`config.mk`:
```
export PLATFORM = sky130hd
export DESIGN_NAME = dice_microseq
export DESIGN_NICKNAME = d
export VERILOG_FILES = /design/src/rtl/dice_mc_pkg.sv /design/src/rtl/dice_sum_decode.sv /design/src/rtl/dice_point_unit.sv /design/src/rtl/dice_useq.sv /design/src/rtl/dice_microseq.sv
export SDC_FILE = /design/constraint.sdc
export NUM_CORES = 1
export LEC_CHECK = 0
export ABC_AREA = 1
export BUFFER_PORTS_ARGS = -buffer_cell sky130_fd_sc_hd__buf_2
export CAP_MARGIN = 20
export CORE_MARGIN = 2
export CORE_UTILIZATION = 52
export CTS_BUF_LIST = sky130_fd_sc_hd__clkbuf_4 sky130_fd_sc_hd__clkbuf_8 sky130_fd_sc_hd__clkbuf_16
export DETAILED_ROUTE_END_ITERATION = 8
export GPL_ROUTABILITY_DRIVEN = 1
export PLACE_DENSITY = 0.75
export SKIP_LAST_GASP = 1
export SLEW_MARGIN = 20
export SYNTH_ARGS = -nofsm -noshare
export SYNTH_HDL_FRONTEND = slang
export SYNTH_SLANG_ARGS = --single-unit
```
`constraint.sdc`:
```
create_clock -name clk -period 1.66 [get_ports clk]
set_input_delay 0.083 -clock clk [delete_from_list [all_inputs] [get_ports clk]]
set_output_delay 0.083 -clock clk [all_outputs]
set_load 0.1 [all_outputs]
```
`src/rtl/dice_mc_pkg.sv`:
```
package dice_mc_pkg;

    localparam int ADDR_W      = 4;
    localparam int TEST_W      = 3;
    localparam int NUM_QUAL    = 1 << TEST_W;
    localparam int STORE_DEPTH = 1 << ADDR_W;

    typedef logic [ADDR_W-1:0] addr_t;

    typedef enum logic [TEST_W-1:0] {
        Q_BTN_UP    = 3'd0,
        Q_BTN_DOWN  = 3'd1,
        Q_NATURAL   = 3'd2,
        Q_CRAPS     = 3'd3,
        Q_MATCH     = 3'd4,
        Q_NOT_SEVEN = 3'd5,
        Q_CLEAR_UP  = 3'd6,
        Q_ALWAYS    = 3'd7
    } qual_e;

    typedef struct packed {
        qual_e test;
        addr_t target;
        logic  roll;
        logic  capture;
        logic  win;
        logic  lose;
    } uword_t;

    typedef struct packed {
        logic seven;
        logic natural;
        logic craps;
    } sum_class_t;

    typedef struct packed {
        logic       btn;
        logic       clr;
        logic       match;
        sum_class_t cls;
    } qual_in_t;

    localparam addr_t A_IDLE  = 4'd0;
    localparam addr_t A_ROLL1 = 4'd1;
    localparam addr_t A_NAT   = 4'd2;
    localparam addr_t A_CRAPS = 4'd3;
    localparam addr_t A_SAVE  = 4'd4;
    localparam addr_t A_WAIT  = 4'd5;
    localparam addr_t A_ROLLN = 4'd6;
    localparam addr_t A_MATCH = 4'd7;
    localparam addr_t A_SEVEN = 4'd8;
    localparam addr_t A_LOST  = 4'd9;
    localparam addr_t A_EXIT  = 4'd10;
    localparam addr_t A_WON   = 4'd15;

    function automatic uword_t mk(qual_e t, addr_t n, logic r, logic c, logic w, logic l);
        uword_t u;
        u.test    = t;
        u.target  = n;
        u.roll    = r;
        u.capture = c;
        u.win     = w;
        u.lose    = l;
        return u;
    endfunction

    function automatic uword_t ustore(addr_t a);
        case (a)
            A_IDLE:  return mk(Q_BTN_UP,    A_IDLE,  1'b0, 1'b0, 1'b0, 1'b0);
            A_ROLL1: return mk(Q_BTN_DOWN,  A_ROLL1, 1'b1, 1'b0, 1'b0, 1'b0);
            A_NAT:   return mk(Q_NATURAL,   A_WON,   1'b0, 1'b0, 1'b0, 1'b0);
            A_CRAPS: return mk(Q_CRAPS,     A_LOST,  1'b0, 1'b0, 1'b0, 1'b0);
            A_SAVE:  return mk(Q_ALWAYS,    A_WAIT,  1'b0, 1'b1, 1'b0, 1'b0);
            A_WAIT:  return mk(Q_BTN_UP,    A_WAIT,  1'b0, 1'b0, 1'b0, 1'b0);
            A_ROLLN: return mk(Q_BTN_DOWN,  A_ROLLN, 1'b1, 1'b0, 1'b0, 1'b0);
            A_MATCH: return mk(Q_MATCH,     A_WON,   1'b0, 1'b0, 1'b0, 1'b0);
            A_SEVEN: return mk(Q_NOT_SEVEN, A_WAIT,  1'b0, 1'b0, 1'b0, 1'b0);
            A_LOST:  return mk(Q_CLEAR_UP,  A_LOST,  1'b0, 1'b0, 1'b0, 1'b1);
            A_EXIT:  return mk(Q_ALWAYS,    A_IDLE,  1'b0, 1'b0, 1'b0, 1'b0);
            A_WON:   return mk(Q_CLEAR_UP,  A_WON,   1'b0, 1'b0, 1'b1, 1'b0);
            default: return mk(Q_ALWAYS,    A_IDLE,  1'b0, 1'b0, 1'b0, 1'b0);
        endcase
    endfunction

endpackage

```
`src/rtl/dice_sum_decode.sv`:
```
module dice_sum_decode
    import dice_mc_pkg::*;
#(
    parameter int SUM_W = 4
) (
    input  logic [SUM_W-1:0] sum,
    output sum_class_t       cls
);
    localparam logic [SUM_W-1:0] V2  = SUM_W'(2);
    localparam logic [SUM_W-1:0] V3  = SUM_W'(3);
    localparam logic [SUM_W-1:0] V7  = SUM_W'(7);
    localparam logic [SUM_W-1:0] V11 = SUM_W'(11);
    localparam logic [SUM_W-1:0] V12 = SUM_W'(12);

    always_comb begin
        cls.seven   = (sum == V7);
        cls.natural = (sum == V7) || (sum == V11);
        cls.craps   = (sum == V2) || (sum == V3) || (sum == V12);
    end
endmodule

```
`src/rtl/dice_point_unit.sv`:
```
module dice_point_unit #(
    parameter int SUM_W = 4
) (
    input  logic             clk,
    input  logic             rst,
    input  logic             load,
    input  logic [SUM_W-1:0] sum,
    output logic [SUM_W-1:0] point,
    output logic             match
);
    always_ff @(posedge clk) begin
        if (rst) begin
            point <= '0;
        end else if (load) begin
            point <= sum;
        end
    end

    assign match = (sum == point);
endmodule

```
`src/rtl/dice_useq.sv`:
```
module dice_useq
    import dice_mc_pkg::*;
(
    input  logic     clk,
    input  logic     rst,
    input  qual_in_t qin,
    output addr_t    addr,
    output uword_t   word
);
    logic [NUM_QUAL-1:0] qv;
    logic                take;
    addr_t               nxt;

    always_comb begin
        word                 = ustore(addr);
        qv[int'(Q_BTN_UP)]    = ~qin.btn;
        qv[int'(Q_BTN_DOWN)]  = qin.btn;
        qv[int'(Q_NATURAL)]   = qin.cls.natural;
        qv[int'(Q_CRAPS)]     = qin.cls.craps;
        qv[int'(Q_MATCH)]     = qin.match;
        qv[int'(Q_NOT_SEVEN)] = ~qin.cls.seven;
        qv[int'(Q_CLEAR_UP)]  = ~qin.clr;
        qv[int'(Q_ALWAYS)]    = 1'b1;
        take                 = qv[int'(word.test)];
        nxt                  = take ? word.target : addr_t'(addr + 1'b1);
    end

    always_ff @(posedge clk) begin
        if (rst) begin
            addr <= A_IDLE;
        end else begin
            addr <= nxt;
        end
    end
endmodule

```
`src/rtl/dice_microseq.sv`:
```
module dice_microseq
    import dice_mc_pkg::*;
#(
    parameter int SUM_W = 4
) (
    input  logic             clk,
    input  logic             rst,
    input  logic             roll_btn,
    input  logic             clear_btn,
    input  logic [SUM_W-1:0] dice_sum,
    output logic             roll_en,
    output logic             win_lamp,
    output logic             lose_lamp
);
    sum_class_t       cls;
    qual_in_t         qin;
    uword_t           word;
    addr_t            state_q;
    logic [SUM_W-1:0] point_q;
    logic             match;

    dice_sum_decode #(.SUM_W(SUM_W)) u_dec (
        .sum (dice_sum),
        .cls (cls)
    );

    dice_point_unit #(.SUM_W(SUM_W)) u_point (
        .clk   (clk),
        .rst   (rst),
        .load  (word.capture),
        .sum   (dice_sum),
        .point (point_q),
        .match (match)
    );

    always_comb begin
        qin.btn   = roll_btn;
        qin.clr   = clear_btn;
        qin.match = match;
        qin.cls   = cls;
    end

    dice_useq u_seq (
        .clk  (clk),
        .rst  (rst),
        .qin  (qin),
        .addr (state_q),
        .word (word)
    );

    assign roll_en   = word.roll;
    assign win_lamp  = word.win;
    assign lose_lamp = word.lose;
endmodule

```
Yosys cells after proc, flatten, opt, wreduce, memory -nomap -nowiden
Memories as Yosys holds them, arrays and structs flattened. A register that Yosys moved wholly into a read port is not among the register bits.
Cells that the tools add are included.
Storage, ports and cells
  bits of input ports: 8
  memories kept: 1
  output and inout bits: 3
  word-level logic and storage cells: 21
  bits in read-only memories: 176
  register bits after elaboration: 8
Memory list
  (name not given): depth 16, bits a word 11, rd ports 1, clocked after Yosys merged registers in 1, wr ports 0, RTL line dice_mc_pkg.sv:68  | case (a)
Operators by class
  bitwise gates (word level): 3
  reduce and logical (&&, ||, !) cells: 3
  add/subtract/negate cells: 1
  equal/unequal tests: 6
  $lt $le $gt $ge: 1
  muxes and demuxes: 4
Operators by type and width (count)
  equality test 4 x 2 -> 1 bit (second input constant): 2
  equality test 4 bit (second input constant): 2
  two-way mux 4 bit: 2
  adder 4 x 1 -> 4 bit (second input constant): 1
  equality test 4 x 3 -> 1 bit (second input constant): 1
  equality test 4 bit: 1
  less-than comparator 3 x 4 -> 1 bit (second input constant): 1
  binary-select mux 1 bit (select 3 bit): 1
  logical OR 1 bit: 3
  NOT 1 bit: 3
  two-way mux 1 bit: 1

Depth between registers and ports, before layout
Gate-level depths: netlist of the first run.
  depth in word-level cells: 7
  gate-level depth with buffers: 16

Modules after synthesis
From an unflattened synthesis of the first run, not the netlist that was laid out.
Second synthesis, totals
  cells, all modules: 152
  area, all modules: 1122.3 um2
By module, submodules not included
  dice_useq: cells an instance 106, sequential area each 300.3 um2, area an instance 863.3 um2, instances 1
  dice_point_unit: cells an instance 30, sequential area each 80.1 um2, area an instance 197.7 um2, instances 1
  dice_sum_decode: cells an instance 16, sequential area each 0.0 um2, area an instance 61.3 um2, instances 1

Worst setup path before layout of the first run
Ideal clock, no wire load.
  path kind: reg2reg
  start: register u_seq.word[8] (netlist name)
  end: register u_seq.word[4] (netlist name)
  arrival: 1.598 ns
  setup slack: -0.050 ns
  data required time: 1.547 ns
  cell stages (with the launch flop): 16
  path through: dfxtp_1 > inv_2 > o21ai_0 > nor2_1 > nand3_1 > nand2_1 > nand2_4 > nand2_4 > nand2_1 > nand3_2 > inv_2 > ha_1 > nand4_1 > nand2_1 > nand2_1 > nand2_1
On the way
  longest elaborated chain between the ends: 4
Ends and longest elaborated chain
  binary-select mux 1 bit (select 3 bit): RTL line dice_useq.sv:24  | take = qv[int'(word.test)];
  two-way mux 1 bit (implied by the code): RTL line dice_useq.sv:24
  two-way mux 4 bit: RTL line dice_useq.sv:25  | nxt = take ? word.target : addr_t'(addr + 1'b1);
  two-way mux 4 bit (no source line)
No other way between the ends. The select of a mux whose other input is x is not followed.
A chain may end at the register's enable or synchronous reset.

Worst setup path in the final report of the first run
  start: register u_point.point[2]
  end: register u_seq.word[4] (netlist name)
On the way
  longest elaborated chain between the ends: 5
Ends and longest elaborated chain
  start, declared: RTL line dice_point_unit.sv:8  | output logic [SUM_W-1:0] point,
  start signal, assigned: RTL line dice_point_unit.sv:15  | point <= sum;
  equality test 4 bit: RTL line dice_point_unit.sv:19  | assign match = (sum == point);
  binary-select mux 1 bit (select 3 bit): RTL line dice_useq.sv:24
  two-way mux 1 bit (implied by the code): RTL line dice_useq.sv:24
  two-way mux 4 bit: RTL line dice_useq.sv:25
  two-way mux 4 bit (no source line)
No other way between the ends. The select of a mux whose other input is x is not followed.

==> results of run 1 <==
==> per-layer routing <==
| layer | global-route usage, % | share of wire, % | vias up |
|---|---|---|---|
| met5 | 0 | 0 | - |
| met4 | 9.649 | 2.8 | 0 |
| met3 | 3.161 | 3.4 | 7 |
| met2 | 36.50 | 55 | 28 |
| met1 | 20.54 | 39 | 484 |
| li1 | - | - | 535 |
==> report_power, final <==
| group | total (W) | switching (W) | internal (W) |
|---|---|---|---|
| Clock | 0.000232 | 0.000143 | 0.0000897 |
| Sequential | 0.000764 | 0.000109 | 0.000655 |
| Combinational | 0.00239 | 0.00152 | 0.000873 |
==> worst min-delay path, delay by kind of cell <==
family	cells	cell delay [ns]
AND/OR/NAND/NOR	2	0.13
buffers and inverters	1	0.12
==> layout make-up <==
cell class	instances	area, µm²	share of cell area, %
Multi-Input combinational cell	112	868.3	56.84
Tap cell	28	35.03	2.293
Inverter	23	91.34	5.979
Sequential cell	19	384.1	25.14
Clock inverter	1	5.005	0.3276
Clock buffer	3	22.52	1.474
Timing Repair Buffer	19	121.4	7.944
==> flip-flops by register name, summed over array words and instances, names as in the netlist <==
register and flops:
u_point.point 4, u_seq.addr 4, u_seq.word 11
==> per-stage QoR <==
stage               hold WS, ns  setup WS (ns)  cell area, µm²  util, %  total power, W
floorplan                0.1632      -0.005560            1220        -        0.002299
global placement         0.3643       -0.06979            1361    62.14        0.002722
detailed placement       0.3823        -0.1117            1361    62.14        0.002775
CTS                     0.06594       -0.09042            1424    64.99        0.003101
global route            0.06869        -0.2967            1528    69.73        0.003608
finish                  0.07246        -0.1788            1528    69.73        0.003385
==> cells in the final DEF (no fill, tap or decap), drive strengths merged <==
cell	count
a21oi	4
buf	19
clkbuf	3
clkinv	1
dfxtp	19
ha	9
inv	23
nand2	43
nand3	23
nand3b	2
nand4	4
nor2	18
o21ai	6
xnor2	2
xor2	1
==> repair_timing <==
action | in CTS | in global routing
hold buffers | 0 | 0
endpoints found under the setup margin | 11 | 11
pin swaps | 10 | 13
resized for setup | 10 | 21
buffers inserted | 0 | 1
==> worst min-delay path by stage <==
stage                      startpoint               end  slack (ns)  depth (start not counted)
after floorplan                   rst     u_seq.addr[2]        0.16                          1
after CTS                 dice_sum[0]  u_point.point[0]        0.07                          3
after global placement    dice_sum[0]  u_point.point[0]        0.36                          3
final                     dice_sum[0]  u_point.point[0]        0.07                          3
after detailed placement  dice_sum[0]  u_point.point[0]        0.38                          3
after global routing      dice_sum[0]  u_point.point[0]        0.07                          3
==> cells by family (layout without fill, tap and decap cells) <==
kind of cell	count (synthesis)	in the layout	share of synthesized area (%)
DFF	19	19	31.77
AOI/OAI and AO/OA	10	10	4.493
xor gates and xnor gates	3	3	2.195
adders and majority gates	9	9	9.405
and+or+nand+nor	90	90	44.62
buffers and inverters	24	46	7.523
==> flow_summary.ini, run 1 <==
[timing]
fin_ws_ns = -0.1788
setup_violations = 11
report.final.slew_viol_count = 0
fmax_ghz = 0.5438
finalSetupTns_ns = -1.526
fin_crit_ns = 1.839
rsz0062_at_grt = yes
fin_worst_skew_ns = 0.002776
finalHoldViolations = 0
fin_crit_sh_pct = 110.8
worst_pin_slew_ns = 0.4842
relSlewSlack_pct = 67.94

[outcome]
status = finished with violations
violations = setup timing

[logic_synthesis]
yosysTopAreaCell = dfxtp_1
synthArstFlopShare_pct = 0
synth_top_cell_area_share_pct = 31.77
ys_ff_latch = 19
synth_area_leaders = dfxtp_1 (32%), nand2_1 (11%), ha_1 (9.4%)
ys_warn_count = 0
syn_area_um2 = 1197
synth-edff-count = 0
synth_nets = 172
synth_area_per_cell_um2 = 7.725
ys.flop_type = dfxtp_1
synthCells = 155
yosysSeqAreaShare_pct = 31.77
synthDistinctLibCells = 24
synth.most_common_cell = nand2_1
synth_common_cells = nand2_1 (34), dfxtp_1 (19), inv_1 (19)

[floorplan]
core_um2 = 2191
start_util_pct = 54.65
die_y_um = 51.99
core.rowCount = 17
ios = 11
fp.dieW_um = 51.99
dieArea_um2 = 2702

[setup_path]
critPathSlowestCell = dfxtp_1
reg2reg_slack_ns = -0.18
critical_path.top_delay_family = simple AND/OR/NAND/NOR gates
startpoint_type = flip-flop
cp-end-kind = flip-flop
worst-path-max-fanout = 5
worstSetupPathDepth = 15
reg2reg_depth = 15
rr_endpoint = u_seq.word[4]
r2r_start = u_point.point[2]
cp_data_required_time_ns = 1.91
crit_path_end = u_seq.word[4]
crit_buf_inv = 1
slowest_delay_ns = 0.34
path_common_cell = nand2_1
critPathKind = flip-flop to flip-flop
critPathArrivalTime_ns = 2.09
path_cells = inv_1, nand2_1, nand2_1, nor2_1, nand3_1, nand2_2, nand2_4, nand3_4, nand2_2, nor2_4, ha_4, nand4_1, nand2_1, nand2_1, nand2_1
startpoint = u_point.point[2]

[drt]
avgRoutedWirePerCell_um = 13.04
antenna_left = 0
drc = 0
dr.first_iter.drc_count = 18
wirelength_um = 2674
via_per_inst = 5.141
dr.pass1.iters = 4
via_count = 1054

[grt]
grt_max_degree = 14
grt_pass1_vias = 871
grt.overflow.total = 0
grt_use_total_pct = 19.43
antenna_found_initial = 0
grt_pass1_wl_um = 3788

[cts]
cts_buffers = 3
cts_root_buf = clkbuf_4
clock-sinks = 19
cts_tree = done
cts_max_level = 1
cts_buffer_depth = 2
clk_pin_slew_ns = 0.11
clkLatencyLatePin_ns = 0.29

[run]
maxCapViolations = 0

[worst_hold_path]
hp-class = primary input to flip-flop

[power]
ir_drop_mv = 1.376
p_leak_nw = 0.7640
powerDensity_nw_per_um2 = 2216

[finish]
syn_to_final_growth_pct = 27.59
nets = 195
layoutNonFillerInstCount = 205
antenna_cells = 0
drive_gt1_share_pct = 38.98
fillerInstances = 179

[placed_design]
hpwl_um = 1767
io_buffers = 10
dp.cells = 200
gp_congestion = 0.8586
Power figures use the tool's default switching activity.
==> inputs of run 2 (changes only) <==
--- a/config.mk
+++ b/config.mk
@@ -9,13 +9,14 @@
 export BUFFER_PORTS_ARGS = -buffer_cell sky130_fd_sc_hd__buf_2
 export CAP_MARGIN = 20
 export CORE_MARGIN = 2
-export CORE_UTILIZATION = 52
+export CORE_UTILIZATION = 55
 export CTS_BUF_LIST = sky130_fd_sc_hd__clkbuf_4 sky130_fd_sc_hd__clkbuf_8 sky130_fd_sc_hd__clkbuf_16
 export DETAILED_ROUTE_END_ITERATION = 8
 export GPL_ROUTABILITY_DRIVEN = 1
-export PLACE_DENSITY = 0.75
+export PLACE_DENSITY_LB_ADDON = 0.25
 export SKIP_LAST_GASP = 1
 export SLEW_MARGIN = 20
 export SYNTH_ARGS = -nofsm -noshare
 export SYNTH_HDL_FRONTEND = slang
 export SYNTH_SLANG_ARGS = --single-unit
+export TNS_END_PERCENT = 100
==> constraint.sdc (replaced) <==
create_clock -name clk -period 1.95 [get_ports clk]
set_input_delay 0.0975 -clock clk [delete_from_list [all_inputs] [get_ports clk]]
set_output_delay 0.0975 -clock clk [all_outputs]
set_load 0.1 [all_outputs]
==> flow_summary.ini, run 2 (synthesized netlist as in run 1, its figures left out) <==
[placed_design]
dp.cells = 193
hpwl_um = 1814
gp_congestion = 0.8588
io_buffers = 10

[timing]
setup_violations = 0
worst_pin_slew_ns = 0.4851
fin_crit_ns = 1.885
timing.hold.ws_ns = 0.09327
fmax_ghz = 0.5306
report.final.slew_viol_count = 0
finalSetupTns_ns = 0
relSlewSlack_pct = 67.88
fin_worst_skew_ns = 0.003856
fin_crit_sh_pct = 96.64
finalHoldViolations = 0

[drt]
drc = 0
wl_met2_um = 1331
routed-wl-met3_um = 125
via_count = 1048
via_per_inst = 5.137
routed.top_layer = met4
avgRoutedWirePerCell_um = 12.66
wirelength_um = 2583
dr.first_iter.drc_count = 13
dr.pass1.iters = 5
wl_met1_um = 1042
antenna_left = 0

[cts]
cts_max_level = 1
cts_buffers = 3
clock-sinks = 19
clk_pin_slew_ns = 0.11
cts-hold-fix-buffers = 0
clkLatencyLatePin_ns = 0.29
cts_root_buf = clkbuf_4
cts_buffer_depth = 2
cts_tree = done

[power]
p_total_w = 0.002741
ir_drop_mv = 1.138
p_leak_nw = 0.7592
powerDensity_nw_per_um2 = 1885

[setup_path]
slowest_delay_ns = 0.34
critPathArrivalTime_ns = 2.07
cp_data_required_time_ns = 2.14
worst-path-max-fanout = 5
startpoint_type = flip-flop
critPathSlowestCell = dfxtp_2
path_common_cell = nand2_1
critical_path.top_delay_family = simple AND/OR/NAND/NOR gates
crit_buf_inv = 2
critPathKind = flip-flop to flip-flop
path_cells = inv_1, nand2_1, nand2_1, nor2_1, nand3_1, nand2_2, nand2_4, nand3_4, nand2_4, nor2_4, buf_6, ha_1, nand4_1, nand3_1, nand2_1
cp-end-kind = flip-flop

[run]
maxCapViolations = 0

[grt]
antenna_found_initial = 0
grt_pass1_vias = 1017
grt_pass1_wl_um = 4153
grt.overflow.total = 0
grt_use_total_pct = 21.14
grt_max_degree = 14

[floorplan]
fp.dieW_um = 50.66
dieArea_um2 = 2566
core_um2 = 2002
ios = 11
core.rowCount = 16
start_util_pct = 59.81
die_y_um = 50.66

[finish]
final_common_cell = nand2_1
drive_gt1_share_pct = 34.46
layout_common_cells = nand2_1 (30), inv_1 (18), dfxtp_1 (16), nand3_1 (15), nor2_1 (15)
syn_to_final_growth_pct = 21.42
nets = 195
utilization_pct = 72.63
antenna_cells = 0
largest_register_ff_count = 11
fillerInstances = 157
layoutNonFillerInstCount = 204
multi_input_area_um2 = 792.0
register_area_um2 = 384.1

[outcome]
status = finished clean

[worst_hold_path]
hp-class = primary input to flip-flop
[run 2: power by group]
| part | internal (W) | switching (W) |
|---|---|---|
| Combinational | 0.000697 | 0.00117 |
| Clock | 0.0000934 | 0.000116 |
| Sequential | 0.000558 | 0.000101 |
[run 2: worst paths after layout]
path / slack [ns] / endpoint / cells after the start / start
max: 0.07 / u_seq.word[8] / 15 / u_point.point[3]
min: 0.09 / u_point.point[0] / 3 / dice_sum[0]
max reg2reg: 0.07 / u_seq.word[8] / 15 / u_point.point[3]
min reg2reg: 0.53 / u_point.point[1] / 2 / u_point.point[1]
[run 2: cell type report]
| cell class | instances | area share (%) |
|---|---|---|
| multi-input combinational | 112 | 54.48 |
| clock buffer | 4 | 2.065 |
| tap | 27 | 2.324 |
| inverter | 23 | 6.110 |
| sequential | 19 | 26.42 |
| timing repair buffer | 19 | 8.606 |
[run 2: routing by layer]
layer	vias to the layer above	global-route usage, %
met1	470	23.98
met4	0	9.459
li1	536	-
met3	10	3.274
met5	-	0
met2	32	38.60
[run 2: worst reg2reg max path: stages (launching register included)]
cell and delay [ns]:
dfxtp_2 0.34, inv_1 0.05, nand2_1 0.07, nand2_1 0.07, nor2_1 0.11, nand3_1 0.09, nand2_2 0.08, nand2_4 0.09
nand3_4 0.09, nand2_4 0.06, nor2_4 0.19, buf_6 0.13, ha_1 0.13, nand4_1 0.09, nand3_1 0.11, nand2_1 0.08
[run 2: timing repair]
action	4_1_cts	5_1_grt
pin swaps	0	10
resized for setup	1	21
gates cloned	0	0
setup buffers	0	7
setup endpoints to repair	1	9
[run 2: through the flow]
stage / setup slack [ns] / instance area [µm²]
2_1_floorplan: 0.2399 / 1197
3_3_place_gp: 0.04516 / 1292
3_5_place_dp: -0.008511 / 1292
4_1_cts: 0.02476 / 1330
5_1_grt: -0.04808 / 1454
6_report: 0.06547 / 1454
